===== src/rtl/lcd_irq_pkg.sv =====
package lcd_irq_pkg;
  typedef enum logic [2:0] {
    A_CTL   = 3'd0,
    A_MASK0 = 3'd1,
    A_MASK1 = 3'd2,
    A_STAT0 = 3'd3,
    A_STAT1 = 3'd4,
    A_FID   = 3'd5
  } reg_addr_e;

  localparam int S0W      = 13;
  localparam int BERF_LSB = 28;

  localparam int B_LDD  = 0;
  localparam int B_SOF0 = 1;
  localparam int B_BER  = 2;
  localparam int B_ABC  = 3;
  localparam int B_UF0  = 4;
  localparam int B_UF1  = 5;
  localparam int B_OU   = 6;
  localparam int B_QD   = 7;
  localparam int B_EOF0 = 8;
  localparam int B_BS0  = 9;
  localparam int B_SINT = 10;
  localparam int B_RDST = 11;
  localparam int B_CMD  = 12;

  // primary bits that may raise the interrupt line
  localparam logic [S0W-1:0] S0_IRQ_SRC = 13'b1_1011_1111_0011;
  localparam logic [31:0]    S1_CLR     = 32'h003E_3F3F;
  localparam int             S0_CLRW    = 12;

  localparam int EOF_OFS = 7;
  localparam int BS_OFS  = 15;
endpackage


===== src/rtl/lcd_irq_chan_gate.sv =====
module lcd_irq_chan_gate
  import lcd_irq_pkg::*;
#(
  parameter int NCH = 7,
  parameter int S1W = 32
) (
  input  logic [NCH-1:0] ev_sof,
  input  logic [NCH-1:0] ev_eof,
  input  logic [NCH-1:0] ev_bs,
  input  logic [NCH-1:0] ev_ber,
  input  logic [2:0]     m0_ch0,   // {branch, end, start} masks of ch0
  input  logic [S1W-1:0] mask1,
  output logic [NCH-1:0] qual,
  output logic [S1W-1:0] s1_set
);
  logic unused_mask1;
  assign unused_mask1 = ^mask1;

  genvar c;
  generate
    for (c = 0; c < NCH; c++) begin : g_ch
      if (c == 0) begin : g_prim
        assign qual[c] = (ev_sof[c] & ~m0_ch0[0]) | (ev_eof[c] & ~m0_ch0[1]) |
                         (ev_bs[c] & ~m0_ch0[2]) | ev_ber[c];
      end else begin : g_sec
        assign qual[c] = (ev_sof[c] & ~mask1[c-1]) |
                         (ev_eof[c] & ~mask1[c+EOF_OFS]) |
                         (ev_bs[c] & ~mask1[c+BS_OFS]) | ev_ber[c];
      end
    end
  endgenerate

  always_comb begin
    s1_set = '0;
    for (int k = 1; k < NCH; k++) begin
      s1_set[k-1]       = ev_sof[k];
      s1_set[k+EOF_OFS] = ev_eof[k];
      s1_set[k+BS_OFS]  = ev_bs[k];
    end
  end
endmodule


===== src/rtl/lcd_irq_id_arb.sv =====
module lcd_irq_id_arb #(
  parameter int NCH = 7,
  parameter int CHW = 3
) (
  input  logic [NCH-1:0] qual,
  input  logic [NCH-1:0] ev_ber,
  input  logic           irq_now,
  output logic           cap_en,
  output logic [CHW-1:0] cap_ch,
  output logic           sint_set,
  output logic           ber_any,
  output logic [CHW-1:0] ber_ch
);
  logic any_q, multi_q;

  always_comb begin
    cap_ch = '0;
    ber_ch = '0;
    for (int c = NCH - 1; c >= 0; c--) begin
      if (qual[c])   cap_ch = CHW'(c);
      if (ev_ber[c]) ber_ch = CHW'(c);
    end
    any_q    = |qual;
    multi_q  = |(qual & (qual - NCH'(1)));
    ber_any  = |ev_ber;
    cap_en   = any_q & ~irq_now;
    sint_set = (any_q & irq_now) | multi_q;
  end
endmodule


===== src/rtl/lcd_irq_unit.sv =====
module lcd_irq_unit
  import lcd_irq_pkg::*;
#(
  parameter int NCH = 7,
  parameter int IDW = 32,
  parameter int DW  = 32,
  parameter int AW  = 3
) (
  input  logic             clk,
  input  logic             rst,
  input  logic [AW-1:0]    bus_addr,
  input  logic             bus_wr,
  input  logic [DW-1:0]    bus_wdata,
  output logic [DW-1:0]    bus_rdata,
  input  logic [NCH-1:0]   ev_sof,
  input  logic [NCH-1:0]   ev_eof,
  input  logic [NCH-1:0]   ev_bs,
  input  logic [NCH-1:0]   ev_ber,
  input  logic             ev_ldd,
  input  logic             ev_abc,
  input  logic             ev_uf0,
  input  logic             ev_uf1,
  input  logic             ev_ou,
  input  logic             ev_rdst,
  input  logic             ev_cmd,
  input  logic [NCH*IDW-1:0] fid_flat,
  output logic             irq
);
  localparam int CHW = (NCH > 1) ? $clog2(NCH) : 1;
  localparam int S1W = DW;

  logic             ctl_en;
  logic [S0W-1:0]   mask0, stat0, set0, clr0;
  logic [S1W-1:0]   mask1, stat1, s1_set, clr1;
  logic [CHW-1:0]   ber_ch_q, cap_ch, ber_ch;
  logic [IDW-1:0]   fid_q;
  logic [NCH-1:0]   qual;
  logic             cap_en, sint_set, ber_any, qd_evt, irq_q, level;
  logic             wr_ctl, wr_m0, wr_m1, wr_s0, wr_s1;

  assign wr_ctl = bus_wr && (bus_addr == AW'(A_CTL));
  assign wr_m0  = bus_wr && (bus_addr == AW'(A_MASK0));
  assign wr_m1  = bus_wr && (bus_addr == AW'(A_MASK1));
  assign wr_s0  = bus_wr && (bus_addr == AW'(A_STAT0));
  assign wr_s1  = bus_wr && (bus_addr == AW'(A_STAT1));
  assign qd_evt = wr_ctl && ctl_en && !bus_wdata[0];

  lcd_irq_chan_gate #(.NCH(NCH), .S1W(S1W)) u_gate (
    .ev_sof (ev_sof),
    .ev_eof (ev_eof),
    .ev_bs  (ev_bs),
    .ev_ber (ev_ber),
    .m0_ch0 ({mask0[B_BS0], mask0[B_EOF0], mask0[B_SOF0]}),
    .mask1  (mask1),
    .qual   (qual),
    .s1_set (s1_set)
  );

  lcd_irq_id_arb #(.NCH(NCH), .CHW(CHW)) u_arb (
    .qual     (qual),
    .ev_ber   (ev_ber),
    .irq_now  (irq_q),
    .cap_en   (cap_en),
    .cap_ch   (cap_ch),
    .sint_set (sint_set),
    .ber_any  (ber_any),
    .ber_ch   (ber_ch)
  );

  always_comb begin
    set0         = '0;
    set0[B_LDD]  = ev_ldd;
    set0[B_SOF0] = ev_sof[0];
    set0[B_BER]  = ber_any;
    set0[B_ABC]  = ev_abc;
    set0[B_UF0]  = ev_uf0;
    set0[B_UF1]  = ev_uf1;
    set0[B_OU]   = ev_ou;
    set0[B_QD]   = qd_evt;
    set0[B_EOF0] = ev_eof[0];
    set0[B_BS0]  = ev_bs[0];
    set0[B_SINT] = sint_set;
    set0[B_RDST] = ev_rdst;
    set0[B_CMD]  = ev_cmd;
    clr0 = '0;
    if (wr_s0) clr0[S0_CLRW-1:0] = bus_wdata[S0_CLRW-1:0];
    clr1 = wr_s1 ? (bus_wdata & S1W'(S1_CLR)) : '0;
    level = (|(stat0 & ~mask0 & S0_IRQ_SRC)) | (|(stat1 & ~mask1));
  end

  always_ff @(posedge clk) begin
    if (rst) begin
      ctl_en   <= 1'b0;
      mask0    <= '0;
      mask1    <= '0;
      stat0    <= '0;
      stat1    <= '0;
      ber_ch_q <= '0;
      fid_q    <= '0;
      irq_q    <= 1'b0;
    end else begin
      if (wr_ctl) ctl_en <= bus_wdata[0];
      if (wr_m0)  mask0  <= bus_wdata[S0W-1:0];
      if (wr_m1)  mask1  <= bus_wdata;
      stat0 <= (stat0 & ~clr0) | set0;
      stat1 <= (stat1 & ~clr1) | s1_set;
      if (ber_any)                      ber_ch_q <= ber_ch;
      else if (wr_s0 && bus_wdata[B_BER]) ber_ch_q <= '0;
      if (cap_en) fid_q <= fid_flat[cap_ch*IDW +: IDW];
      irq_q <= level;
    end
  end

  always_ff @(posedge clk) begin
    if (rst) begin
      bus_rdata <= '0;
    end else begin
      bus_rdata <= '0;
      case (bus_addr)
        AW'(A_CTL):   bus_rdata[0] <= ctl_en;
        AW'(A_MASK0): bus_rdata[S0W-1:0] <= mask0;
        AW'(A_MASK1): bus_rdata <= mask1;
        AW'(A_STAT0): begin
          bus_rdata[S0W-1:0]         <= stat0;
          bus_rdata[BERF_LSB +: CHW] <= ber_ch_q;
        end
        AW'(A_STAT1): bus_rdata <= stat1;
        AW'(A_FID):   bus_rdata <= DW'(fid_q);
        default:      bus_rdata <= '0;
      endcase
    end
  end

  assign irq = irq_q;
endmodule


===== config.mk =====
export PLATFORM = sky130hd
export DESIGN_NAME = lcd_irq_unit
export DESIGN_NICKNAME = d
export VERILOG_FILES = /design/src/rtl/lcd_irq_pkg.sv /design/src/rtl/lcd_irq_chan_gate.sv /design/src/rtl/lcd_irq_id_arb.sv /design/src/rtl/lcd_irq_unit.sv
export SDC_FILE = /design/constraint.sdc
export NUM_CORES = 1
export LEC_CHECK = 0
export ABC_CLOCK_PERIOD_IN_PS = 3200
export BUFFER_PORTS_ARGS = -buffer_cell sky130_fd_sc_hd__buf_4
export CORE_MARGIN = 2
export CORE_UTILIZATION = 43
export CTS_CLUSTER_SIZE = 24
export DETAILED_ROUTE_END_ITERATION = 16
export PLACE_DENSITY = 0.74
export SYNTH_ARGS = -nofsm -noshare
export SYNTH_HDL_FRONTEND = slang
export SYNTH_SLANG_ARGS = --single-unit

===== constraint.sdc =====
create_clock -name clk -period 3.2 [get_ports clk]
set_clock_uncertainty 0.1 [all_clocks]
set_input_delay 0.64 -clock clk [delete_from_list [all_inputs] [get_ports clk]]
set_output_delay 0.64 -clock clk [all_outputs]
set_load 0.02 [all_outputs]

**After elaboration in Yosys (flattened, before gate mapping)**

Index checks and enable logic that the tools add are counted.

- Input bits: 297
- Register bits after elaboration: 159

- $add $sub $neg: 1
- Equality and inequality tests: 5
- Reductions and logical operators: 16
- Shifts and indexed selects: 1
- Muxes and demuxes: 23
- Bitwise operators: 79

Operators with widths:

| cell | number |
|---|---|
| $shiftx A224 B9 Y32 | 1 |
| $and A32 B32 Y32 | 2 |
| $pmux W12 S5 | 1 |
| $mux W3 | 16 |
| $pmux W15 S3 | 1 |
| $not A22 Y32 | 1 |
| $not A32 Y32 | 1 |
| $or A32 B22 Y32 | 1 |
| $reduce_or A32 Y1 | 1 |
| $and A13 B13 Y13 | 2 |
| $and A1 B1 Y1 | 23 |
| $or A1 B1 Y1 | 23 |
| $mux W22 | 1 |
| $not A1 Y1 | 22 |
| $reduce_or A7 Y1 | 3 |
| $not A12 Y13 | 1 |
| $not A13 Y13 | 1 |
| $or A13 B13 Y13 | 1 |
| $mux W12 | 1 |
| $pmux W3 S4 | 1 |
| $reduce_or A10 Y1 | 1 |
| $logic_and A1 B1 Y1 | 8 |
| $and A7 B7 Y7 | 1 |
| $sub A7 B1 Y7 const B | 1 |
| other kinds (8) | 10 |

**Longest topological paths before layout**

Gate-level depths: netlist of the first run.

- Depth in word-level cells: 13
- Mapped depth: 9
- Mapped depth without buffers: 7

**By module**

Synthesis of the first run repeated with hierarchy kept, for this count alone.

- Cell total of the unflattened synthesis: 1,044
- Area, all modules: 8,856.0 µm²

By module, submodules not included:

| module | cells each | area each (µm²) | times used |
|---|---|---|---|
| lcd_irq_unit | 953 | 8,214.1 | 1 |
| lcd_irq_chan_gate | 61 | 454.2 | 1 |
| lcd_irq_id_arb | 30 | 187.7 | 1 |

**Least setup slack after synthesis of the first run**

No wires, ideal clock.

- Path kind: input to register
- Start point: input port ev_bs[1]
- End point: register fid_q[0]
- Setup slack: 0.475 ns
- Stages: 9
- Arrival: 2.502 ns
- Setup time: 0.124 ns
- Buffers on the path: 2
- Cells stage by stage: nor2b_1 or4_4 nor2_4 a21boi_4 buf_6 buf_6 mux2_1 o221ai_1 a2bb2oi_1

- Longest elaborated chain between the ends: 6
- Elaborated cells between the ends (all ways): 8
- Classes of those cells: 1 x shift; 2 x mux; 4 x bitwise; 1 x reduce/logical

RTL lines:

| element | line | source |
|---|---|---|
| start: declaration | lcd_irq_unit.sv:17 | `input logic [NCH-1:0] ev_bs,` |
| $and A1 B1 Y1 (*) | lcd_irq_chan_gate.sv:28 | `(ev_bs[c] & ~mask1[c+BS_OFS]) \| ev_ber[c];` |
| $or A1 B1 Y1 (*) | lcd_irq_chan_gate.sv:27 | `(ev_eof[c] & ~mask1[c+EOF_OFS]) \|` |
| $or A1 B1 Y1 (*) | lcd_irq_chan_gate.sv:28 |  |
| $mux W3 (2 in series) | lcd_irq_id_arb.sv:20 | `if (qual[c]) cap_ch = CHW'(c);` |
| $shiftx A224 B9 Y32 | lcd_irq_unit.sv:109 | `if (cap_en) fid_q <= fid_flat[cap_ch*IDW +: IDW];` |
| end signal: assignment | lcd_irq_unit.sv:109 |  |
| end: declaration | lcd_irq_unit.sv:36 | `logic [IDW-1:0] fid_q;` |

Every way passes the cells marked *; elsewhere a longest branch is shown, timed or not.
A chain may end at the register's enable or synchronous reset.

**Final worst setup path of the first run**

- Start point: register mask1[16]
- End point: register fid_q[12]

- Longest elaborated chain between the ends: 7
- Elaborated cells between the ends (all ways): 9
- Classes of those cells: 1 x shift; 2 x mux; 5 x bitwise; 1 x reduce/logical

RTL lines:

| element | line | source |
|---|---|---|
| start: declaration | lcd_irq_unit.sv:34 | `logic [S1W-1:0] mask1, stat1, s1_set, clr1;` |
| start signal: assignment | lcd_irq_unit.sv:104 | `if (wr_m1) mask1 <= bus_wdata;` |
| $not A1 Y1 (*) | lcd_irq_chan_gate.sv:28 |  |
| $and A1 B1 Y1 (*) | lcd_irq_chan_gate.sv:28 |  |
| $or A1 B1 Y1 (*) | lcd_irq_chan_gate.sv:27 |  |
| $or A1 B1 Y1 (*) | lcd_irq_chan_gate.sv:28 |  |
| $mux W3 (2 in series) | lcd_irq_id_arb.sv:20 |  |
| $shiftx A224 B9 Y32 | lcd_irq_unit.sv:109 |  |

Marked as above.

==> results of run 1 <==
placed cells by master, fill, tap and decap left out, types with 3 or more instances in the layout:
| cell type | synthesis | routed |
|---|---|---|
| a2111o_1 | 3 | 3 |
| a21oi_1 | 144 | 144 |
| a221o_1 | 33 | 33 |
| a221oi_1 | 3 | 3 |
| a22oi_1 | 22 | 22 |
| a2bb2oi_1 | 33 | 33 |
| and2_1 | 3 | 3 |
| buf_12 | 0 | 7 |
| buf_4 | 2 | 360 |
| bufinv_16 | 0 | 6 |
| clkbuf_16 | 0 | 17 |
| dfxtp_1 | 145 | 145 |
| inv_1 | 33 | 33 |
| mux2_1 | 10 | 10 |
| mux2_2 | 54 | 54 |
| mux2i_1 | 22 | 22 |
| nand2_1 | 226 | 226 |
| nand3_1 | 4 | 4 |
| nor2_1 | 86 | 84 |
| nor2_2 | 1 | 3 |
| nor2b_1 | 18 | 17 |
| nor3_1 | 6 | 6 |
| o21a_1 | 4 | 4 |
| o221ai_1 | 33 | 33 |
| o22ai_1 | 8 | 8 |
area by class of cell:
type                    instances  area (sq um)
multi-input cells             745          4550
inverters                      33           124
clock buffers                  18           439
diodes                          1          2.50
fillers                      1548          6580
clock inverters                13           231
well taps                     229           287
repair buffers                367          2840
flip-flops and latches        145          2900
path summary, 6_finish.rpt:
| path | start | end | slack, ns |
|---|---|---|---|
| max reg2reg | mask1[16]$_SDFFE_PP0P_ | fid_q[12]$_SDFFE_PP0P_ | 0.49 |
| max | mask1[16]$_SDFFE_PP0P_ | fid_q[12]$_SDFFE_PP0P_ | 0.49 |
| min | ev_ldd | stat0[0]$_SDFF_PP0_ | 0.32 |
| min reg2reg | mask1[6]$_SDFFE_PP0P_ | mask1[6]$_SDFFE_PP0P_ | 0.36 |
layer usage:
| layer | up-vias | GRT usage (%) | wire length [um] |
|---|---|---|---|
| li1 | 4182 | - | - |
| met1 | 4155 | 42.8 | 13200 |
| met2 | 494 | 54.1 | 15500 |
| met3 | 72 | 6.08 | 2710 |
| met4 | 0 | 13.0 | 1270 |
| met5 | - | 0 | 0 |
logic make-up after synthesis:
logic type / after synthesis
buffers and inverters: 105
AND/OR/NAND/NOR: 354
flip-flops: 145
adder cells (fa/ha/maj): 3
multiplexers: 86
AO/OA/AOI/OAI: 302
registers in the layout, summed over array words and instances, names as in the netlist:
name,count
stat0,13
stat1,18
irq,1
mask0,13
mask1,32
bus_rdata,32
fid_q,32
ber_ch_q,3
ctl_en,1
tightest hold or removal path, delay by kind of cell:
| kind | cells | cell delay [ns] |
|---|---|---|
| and+or+nand+nor | 1 | 0.06 |
| AOI/OAI and AO/OA | 1 | 0.03 |
| buffers and inverters | 1 | 0.07 |
metrics by stage:
step | util, % | cell area, sq um | hold slack, ns | cells
after floorplan | - | 7860 | 0.336 | 995
after global placement | 59.6 | 10700 | 0.342 | 1519
after detailed placement | 59.6 | 10700 | 0.347 | 1519
after CTS | 63.3 | 11400 | 0.311 | 1550
after global routing | 63.3 | 11400 | 0.322 | 1550
final | 63.4 | 11400 | 0.320 | 1551
power by group through the flow:
stage,registers (W),logic (W),clock network [W]
after floorplan,0.00197,0.000299,0
after global placement,0.00199,0.000729,0
after detailed placement,0.00199,0.000737,0
after CTS,0.00195,0.000741,0.00230
after global routing,0.00196,0.000803,0.00239
final,0.00196,0.000748,0.00228
==> flow_summary_export.csv, run 1 <==
group,metric,value,unit
floorplanning,design.portCount,330,
worst_setup_path,path_max_fanout,30,
logic_synthesis,synthSimpleGateAreaFrac,18.3,%
cts,root_buffer,"clkbuf_16",
global_route,grt_pass1_vias,8623,
logic_synthesis,yosysTopAreaCellShare,36.9,%
logic_synthesis,yosysMostFrequentCell,"nand2_1",
timing,setup_slack,0.485,ns
logic_synthesis,synthTopCellsByArea,"dfxtp_1, nand2_1, a21oi_1, mux2_2, a221o_1",
power_and_ir_drop,irDropWorstVdd,0.000387,V
finish,areaGrowthSynthToFinish,44.8,%
cts,clockBufferDepth,2,
power_and_ir_drop,swShare,24.5,%
floorplanning,std_cell_rows,49,
cts,postCtsHoldBufs,0,
timing,max_clock_freq,368,MHz
timing,min_period,2.71,ns
logic_synthesis,yosysWarningCount,0,
worst_hold_path,hold_depth,3,
worst_setup_path,arrival,2.92,ns
placed_design,hpwl,24800,um
placed_design,io_buffers,329,
drt,dr.pass1.iters,7,
logic_synthesis,synth-edff-count,0,
cts,clkTransAtPathRegs,0.06,ns
worst_hold_path,hp-class,"input port to register",
logic_synthesis,syn_nets,1294,
drt,routed_wl,32600,um
power_and_ir_drop,power_frac_comb,15.0,%
logic_synthesis,async_flop_share,0,%
power_and_ir_drop,power.density,438,mW/mm^2
worst_setup_path,cp_num_cells,9,
logic_synthesis,synth-xor-area-share,0,%
worst_setup_path,end_kind,"register",
drt,num_vias,8903,
timing,period_share,84.8,%
worst_setup_path,worst_r2r_path_depth,9,
logic_synthesis,ys_seq_elements,145,
logic_synthesis,synth.avg_cell_area,7.90,sq um
timing,finalSetupViolations,0,
timing,rsz0062_at_grt,"false",
power_and_ir_drop,leakagePower,4.73,nW
finish,drive_gt1_share,35.2,%
placed_design,place_ws,0.0826,ns
worst_setup_path,startpoint_type,"register",
finish,finalNetCount,1608,
timing,hold_violations,0,
logic_synthesis,synth_compound_area_share,26.9,%
logic_synthesis,synth_top_flop_cell,"dfxtp_1",
worst_setup_path,crit_top_cell,"buf_12",
global_route,grt_overflow,0,
power_and_ir_drop,p_int,0.00377,W
power_and_ir_drop,seqPwrFrac,39.2,%
logic_synthesis,synth_seq_area_share,36.9,%
floorplanning,dieArea,0.0194,sq mm
worst_setup_path,cp_slowest_cell,"or4_4",
worst_setup_path,cp_cell_sequence,"nor2b_1 -> or4_4 -> nor2_4 -> a21boi_4 -> buf_12 -> buf_12 -> mux2_2 -> o221ai_1 -> a2bb2oi_1",
cts,clock_sinks,145,
cts,clkLatencyLatePin,0.42,ns
drt,drc,0,
worst_setup_path,critical_path_class,"register to register",
logic_synthesis,yosysTopAreaCell,"dfxtp_1",
logic_synthesis,yosysUniqueCellTypes,51,
floorplanning,core,0.0180,sq mm
timing,worst_pin_slew,1.13,ns
drt,antenna_left,0,
cts,cts_resized,0,
cts,htreeDepth,4,
worst_setup_path,cp_slowest_stage_delay,0.56,ns
logic_synthesis,syn_inst,995,
logic_synthesis,synth_top_family_by_area,"compound AO/OA/AOI/OAI gates",
logic_synthesis,muxShareOfSynthArea,12.0,%
timing,slew_headroom,24.6,%
cts,post-cts-setup-buffers,0,
global_route,antenna_found_initial,1,
run_status,outcome,"finished clean",
worst_setup_path,required,3.41,ns
global_route,grt_pass1_wl,49700,um
logic_synthesis,synth_adder_area_share,0.446,%
global_route,grt_max_degree,44,
worst_setup_path,worst-path-buf-inv,2,
floorplanning,start_util,43.8,%
cts,tritoncts,"yes",
cts,cts-buffers-inserted,17,
drt,drt-initial-drc-count,729,
placed_design,gp_congestion,1.03,
power_and_ir_drop,power,0.00499,W
drt,vias_per_cell,5.74,
timing,drv_slew,0,
worst_setup_path,cp_top_family,"simple AND/OR/NAND/NOR gates",
logic_synthesis,synth_commonest_cells,"nand2_1, dfxtp_1, a21oi_1",
timing,fin_setup_tns,0,ns
power_and_ir_drop,clkPwrFrac,45.8,%
floorplanning,dieHeight,139,um
run,max_cap_viol_count,0,
global_route,grtUsageTotal,32.9,%
power_and_ir_drop,power.net_switching,0.00122,W
logic_synthesis,syn_area,0.00786,sq mm
drt,wl_per_cell,21.0,um
floorplanning,die_w,139,um
(Power assumes the default switching activity.)
==> inputs of run 2 (changes only) <==
--- a/config.mk
+++ b/config.mk
@@ -5,7 +5,7 @@
 export SDC_FILE = /design/constraint.sdc
 export NUM_CORES = 1
 export LEC_CHECK = 0
-export ABC_CLOCK_PERIOD_IN_PS = 3200
+export ABC_CLOCK_PERIOD_IN_PS = 2800
 export BUFFER_PORTS_ARGS = -buffer_cell sky130_fd_sc_hd__buf_4
 export CORE_MARGIN = 2
 export CORE_UTILIZATION = 43
==> constraint.sdc (replaced) <==
create_clock -name clk -period 2.8 [get_ports clk]
set_clock_uncertainty 0.1 [all_clocks]
set_input_delay 0.56 -clock clk [delete_from_list [all_inputs] [get_ports clk]]
set_output_delay 0.56 -clock clk [all_outputs]
set_load 0.02 [all_outputs]
==> run 2 against run 1 <==
Non-clock buffer count grew 22. Count of clock-buffer cells in the layout increased by 6. Via count rose by 0.53%. Sequential power up 14%. Worst hold slack got worse by 0.088 ns. Worst setup slack worse by 0.28 ns. Critical endpoint is now fid_q[3]$_SDFFE_PP0P_.
==> flow_summary_export.csv, run 2 (synthesis results as in run 1) <==
group,metric,value,unit
run_status,outcome,"finished clean",
finish,final_cell_mix,"buf_4, nand2_1, dfxtp_1",
drt,dr.pass1.iters,7,
worst_hold_path,hp-class,"input port to register",
timing,hold_violations,0,
cts,htreeDepth,4,
drt,vias_per_cell,5.69,
drt,num_vias,8950,
worst_setup_path,r2r_start,"mask1[20]$_SDFFE_PP0P_",
cts,tritoncts,"yes",
floorplanning,start_util,43.8,%
timing,worst_pin_slew,1.10,ns
floorplanning,std_cell_rows,49,
cts,clock_sinks,145,
finish,n_fill_cell,1560,
cts,cts-buffers-inserted,17,
global_route,grt_pass1_vias,8488,
worst_setup_path,critical_path_class,"register to register",
placed_design,gp_congestion,0.928,
cts,clockBufferDepth,2,
power_and_ir_drop,power.density,462,mW/mm^2
cts,root_buffer,"clkbuf_16",
power_and_ir_drop,irDropWorstVdd,0.000444,V
timing,period_share,92.5,%
global_route,grtUsageTotal,32.5,%
floorplanning,die_w,139,um
power_and_ir_drop,power,0.00528,W
floorplanning,dieArea,0.0194,sq mm
finish,finalNetCount,1630,
worst_setup_path,timing.rr.end,"fid_q[3]$_SDFFE_PP0P_",
run,max_cap_viol_count,0,
global_route,grt_pass1_wl,48600,um
finish,antenna_cells,0,
finish,areaGrowthSynthToFinish,45.4,%
power_and_ir_drop,leakagePower,4.79,nW
global_route,antenna_found_initial,1,
floorplanning,dieHeight,139,um
worst_hold_path,min_from,"ev_uf0",
worst_hold_path,whs_endpoint,"stat0[4]$_SDFF_PP0_",
placed_design,hpwl,25000,um
drt,drt-initial-drc-count,866,
floorplanning,design.portCount,330,
worst_setup_path,path_max_fanout,13,
worst_setup_path,arrival,2.80,ns
global_route,grt_overflow,0,
cts,clkLatencyLatePin,0.43,ns
timing,rsz0062_at_grt,"false",
worst_setup_path,r2r_setup_slack,0.21,ns
drt,routed_wl,32600,um
finish,multi_input_area,0.00456,sq mm
timing,drv_slew,0,
worst_setup_path,end_kind,"register",
worst_setup_path,required,3.01,ns
cts,post-cts-setup-buffers,0,
finish,layout_commonest_cell,"buf_4",
finish,stdcell_count,1573,
drt,drc,0,
finish,seq_area,0.00290,sq mm
drt,wl_per_cell,20.7,um
worst_hold_path,hold_depth,3,
timing,min_period,2.59,ns
worst_setup_path,worst_r2r_path_depth,9,
finish,drive_gt1_share,36.1,%
worst_setup_path,startpoint_type,"register",
drt,antenna_left,0,
placed_design,io_buffers,329,
finish,reg_top3,"bus_rdata x32, fid_q x32, mask1 x32",
timing,max_clock_freq,386,MHz
timing,fin_setup_tns,0,ns
finish,post-route-util,63.6,%
cts,clkTransAtPathRegs,0.06,ns
global_route,grt_max_degree,47,
timing,finalSetupViolations,0,
timing,slew_headroom,26.6,%
floorplanning,core,0.0180,sq mm
placed_design,dp_cells,1541,
==> run 2: final cells by class <==
cell class / count / area share (%)
multi-input cells: 745 / 39.9
well taps: 229 / 2.51
inverters: 33 / 1.08
clock inverters: 8 / 0.701
clock buffers: 24 / 4.22
repair buffers: 389 / 26.2
flip-flops and latches: 145 / 25.4
==> run 2: critical path, stage by stage, from the launching register on <==
cell	delay [ns]
dfxtp_1	0.36
inv_1	0.09
a2111oi_2	0.40
nand3b_1	0.24
a21boi_4	0.22
buf_12	0.17
buf_4	0.16
mux2_2	0.34
o221ai_1	0.27
a2bb2oi_1	0.10
==> run 2: how the worst max path moves through the flow <==
stage | start | endpoint | slack [ns] | depth (start not counted)
after global routing | mask1[19]$_SDFFE_PP0P_ | fid_q[19]$_SDFFE_PP0P_ | 0.03 | 8
final | mask1[20]$_SDFFE_PP0P_ | fid_q[3]$_SDFFE_PP0P_ | 0.21 | 9
after detailed placement | ev_sof[4] | fid_q[23]$_SDFFE_PP0P_ | -0.15 | 9
after global placement | ev_sof[4] | fid_q[7]$_SDFFE_PP0P_ | -0.15 | 9
after floorplan | ev_bs[1] | fid_q[0]$_SDFFE_PP0P_ | 0.15 | 9
after CTS | mask1[3]$_SDFFE_PP0P_ | fid_q[19]$_SDFFE_PP0P_ | 0.20 | 8
==> run 2: metal layers <==
layer	global-route usage [%]	wire, um
met1	41.0	13100
met2	53.2	15300
met3	7.91	2850
met4	13.6	1300
met5	0	13
==> run 2: report_power, final <==
part	switching [W]	internal, W
Clock	0.000894	0.00129
Combinational	0.000392	0.000472
Sequential	0.0000808	0.00215
==> run 2: repair_timing <==
action	4_1_cts	5_1_grt
setup endpoints to repair	0	8
hold buffers	0	0
resized for setup	0	1
==> run 2: through the flow <==
step                      setup WS [ns]  hold slack [ns]  cell area, sq um
after global routing             0.0288            0.225             11400
final                             0.209            0.232             11400
after global placement           -0.151            0.341             10900
after CTS                         0.203            0.220             11400
after detailed placement         -0.153            0.347             10900
after floorplan                   0.155            0.336              7860
==> inputs of run 3 (changes only) <==
--- a/config.mk
+++ b/config.mk
@@ -5,13 +5,13 @@
 export SDC_FILE = /design/constraint.sdc
 export NUM_CORES = 1
 export LEC_CHECK = 0
-export ABC_CLOCK_PERIOD_IN_PS = 2800
+export ABC_CLOCK_PERIOD_IN_PS = 2300
 export BUFFER_PORTS_ARGS = -buffer_cell sky130_fd_sc_hd__buf_4
-export CORE_MARGIN = 2
-export CORE_UTILIZATION = 43
+export CORE_MARGIN = 10
+export CORE_UTILIZATION = 44
 export CTS_CLUSTER_SIZE = 24
 export DETAILED_ROUTE_END_ITERATION = 16
-export PLACE_DENSITY = 0.74
+export PLACE_DENSITY = 0.78
 export SYNTH_ARGS = -nofsm -noshare
 export SYNTH_HDL_FRONTEND = slang
 export SYNTH_SLANG_ARGS = --single-unit
==> constraint.sdc (replaced) <==
create_clock -name clk -period 2.3 [get_ports clk]
set_clock_uncertainty 0.1 [all_clocks]
set_input_delay 0.46 -clock clk [delete_from_list [all_inputs] [get_ports clk]]
set_output_delay 0.46 -clock clk [all_outputs]
set_load 0.02 [all_outputs]
==> run 3 against run 2 <==
The run now ends with setup timing left. Sequential power rose by 22%. Combinational power increased by 40%. Sequential cell count unchanged. Final cell count rose by 3.2%. Fmax grew 2.4%. Worst setup slack lost 0.44 ns. Count of clock-buffer cells in the layout fell by 1. First-iteration DRC count increased by 9.8%. Global-route usage shrank 2.5 points. Critical endpoint is now fid_q[21]$_SDFFE_PP0P_.
==> flow_summary_export.csv, run 3 (synthesis results as in run 1) <==
group,metric,value,unit
finish,reg_top3,"bus_rdata x32, fid_q x32, mask1 x32",
power_and_ir_drop,irDropWorstVdd,0.000535,V
floorplanning,std_cell_rows,48,
drt,drc,0,
worst_setup_path,r2r_start,"mask1[16]$_SDFFE_PP0P_",
global_route,antenna_found_initial,3,
worst_setup_path,startpoint_type,"register",
power_and_ir_drop,leakagePower,5.36,nW
timing,hold_violations,0,
finish,stdcell_area,0.0127,sq mm
cts,clkTransAtPathRegs,0.06,ns
cts,htreeDepth,4,
power_and_ir_drop,power.net_switching,0.00175,W
cts,clock_sinks,145,
worst_setup_path,r2r_setup_slack,-0.23,ns
floorplanning,die_w,154,um
worst_setup_path,worstSetupEndpoint,"fid_q[21]$_SDFFE_PP0P_",
worst_setup_path,required,2.51,ns
drt,antenna_left,0,
finish,final_cell_mix,"buf_4, nand2_1, dfxtp_1",
drt,drt-met1-wl,14900,um
drt,top_layer,"met4",
worst_setup_path,worst_r2r_path_depth,10,
worst_setup_path,path_max_fanout,6,
finish,drive_gt1_share,43.3,%
drt,wl_met3,3320,um
timing,period_share,110,%
drt,vias_per_cell,5.86,
run,max_cap_viol_count,0,
timing,finalSetupViolations,32,
timing,worst_pin_slew,0.773,ns
power_and_ir_drop,seqPwrFrac,40.4,%
floorplanning,dieHeight,154,um
timing,max_clock_freq,395,MHz
timing,setup_slack,-0.231,ns
power_and_ir_drop,power.density,529,mW/mm^2
finish,post-route-util,73.2,%
drt,routed_wl,38500,um
finish,finalNetCount,1682,
worst_hold_path,hp-class,"input port to register",
drt,dr.pass1.iters,6,
worst_setup_path,timing.rr.end,"fid_q[21]$_SDFFE_PP0P_",
cts,cts-buffers-inserted,17,
floorplanning,start_util,45.1,%
finish,seq_area,0.00290,sq mm
worst_setup_path,critical_path_class,"register to register",
cts,tritoncts,"yes",
placed_design,gp_congestion,0.967,
timing,slew_headroom,48.4,%
drt,wl_per_cell,23.7,um
placed_design,io_buffers,329,
power_and_ir_drop,p_int,0.00499,W
power_and_ir_drop,power,0.00674,W
cts,clockBufferDepth,2,
floorplanning,core,0.0174,sq mm
drt,num_vias,9513,
placed_design,dpl-instance-area,0.0112,sq mm
finish,layout_commonest_cell,"buf_4",
timing,rsz0062_at_grt,"true",
worst_hold_path,min_from,"ev_cmd",
global_route,grt_max_degree,89,
timing,drv_slew,0,
power_and_ir_drop,swShare,26.0,%
worst_setup_path,arrival,2.74,ns
placed_design,hpwl,27500,um
worst_setup_path,startpoint,"mask1[16]$_SDFFE_PP0P_",
power_and_ir_drop,power_frac_comb,18.0,%
drt,dr_wl_met2,18500,um
worst_setup_path,end_kind,"register",
global_route,grt_overflow,0,
finish,n_fill_cell,1286,
timing,min_period,2.53,ns
global_route,grtUsageTotal,30.0,%
finish,areaGrowthSynthToFinish,62.1,%
global_route,grt_pass1_vias,9355,
floorplanning,dieArea,0.0236,sq mm
drt,drt-initial-drc-count,951,
finish,multi_input_area,0.00516,sq mm
run_status,outcome,"finished, violations left",
run_status,violations,"setup timing",
global_route,grt_pass1_wl,56300,um
cts,postCtsHoldBufs,0,
cts,root_buffer,"clkbuf_16",
power_and_ir_drop,clkPwrFrac,41.6,%
cts,clkLatencyLatePin,0.42,ns
floorplanning,design.portCount,330,
## run 3: cell count changes in the layout (fill, tap and decap cells not counted), sizes merged
cell,previous run,this run
clkbuf,24,26
buf,389,438
clkinv,4,3
inv,33,34
bufinv,1,2
diode,0,3
clkinvlp,3,2
## run 3: power groups by stage
stage          Sequential [W]  Combinational (W)  Clock [W]
3_5_place_dp          0.00277            0.00106          0
4_1_cts               0.00271            0.00113    0.00281
3_3_place_gp          0.00276            0.00105          0
5_1_grt               0.00273            0.00129    0.00292
6_report              0.00272            0.00121    0.00281
2_1_floorplan         0.00274           0.000421          0
## run 3: worst min-delay path by stage
stage                                   endpoint  cells after the start  slack [ns]
after global routing         stat0[0]$_SDFF_PP0_                      3        0.14
after CTS                    stat0[0]$_SDFF_PP0_                      3        0.13
after detailed placement  mask1[26]$_SDFFE_PP0P_                      2        0.35
final                       stat0[12]$_SDFF_PP0_                      3        0.14
after floorplan           mask1[28]$_SDFFE_PP0P_                      2        0.34
after global placement    mask1[15]$_SDFFE_PP0P_                      2        0.34
## run 3: metrics by stage
step | setup WS, ns | hold slack, ns | setup TNS [ns] | cells
after CTS | -0.202 | 0.132 | -4.42 | 1616
after global routing | -0.311 | 0.138 | -6.97 | 1623
after detailed placement | -0.492 | 0.346 | -13.49 | 1568
final | -0.231 | 0.136 | -4.74 | 1623
after global placement | -0.469 | 0.341 | -12.60 | 1568
after floorplan | -0.224 | 0.336 | -5.88 | 995
## run 3: per-layer routing
metal,GRT usage [%],vias to the layer above
met5,0,-
met4,13.9,0
met3,6.97,105
met2,49.6,596
met1,36.1,4461
li1,-,4351
## run 3: timing repair
item	in CTS	in global routing
setup endpoints to repair	32	32
gates cloned	5	3
pin swaps	23	22
setup buffers	12	2
gates resized for setup	85	45
## run 3: worst max-delay path, cell delays in order, from the launching register on
cell       delay, ns
dfxtp_2         0.35
nor2b_4         0.04
or4_4           0.53
nor2_4          0.10
a21boi_4        0.24
buf_12          0.15
buf_16          0.14
buf_4           0.15
mux2_2          0.35
o221ai_2        0.15
a2bb2oi_1       0.08
## run 3: cell type report
class | count | area share (%)
Multi-Input combinational cell | 745 | 40.5
Timing Repair Buffer | 441 | 28.8
Sequential cell | 145 | 22.8
Clock buffer | 23 | 3.83
Tap cell | 225 | 2.21
Inverter | 33 | 0.972
Clock inverter | 8 | 0.805
Antenna cell | 3 | 0.0589
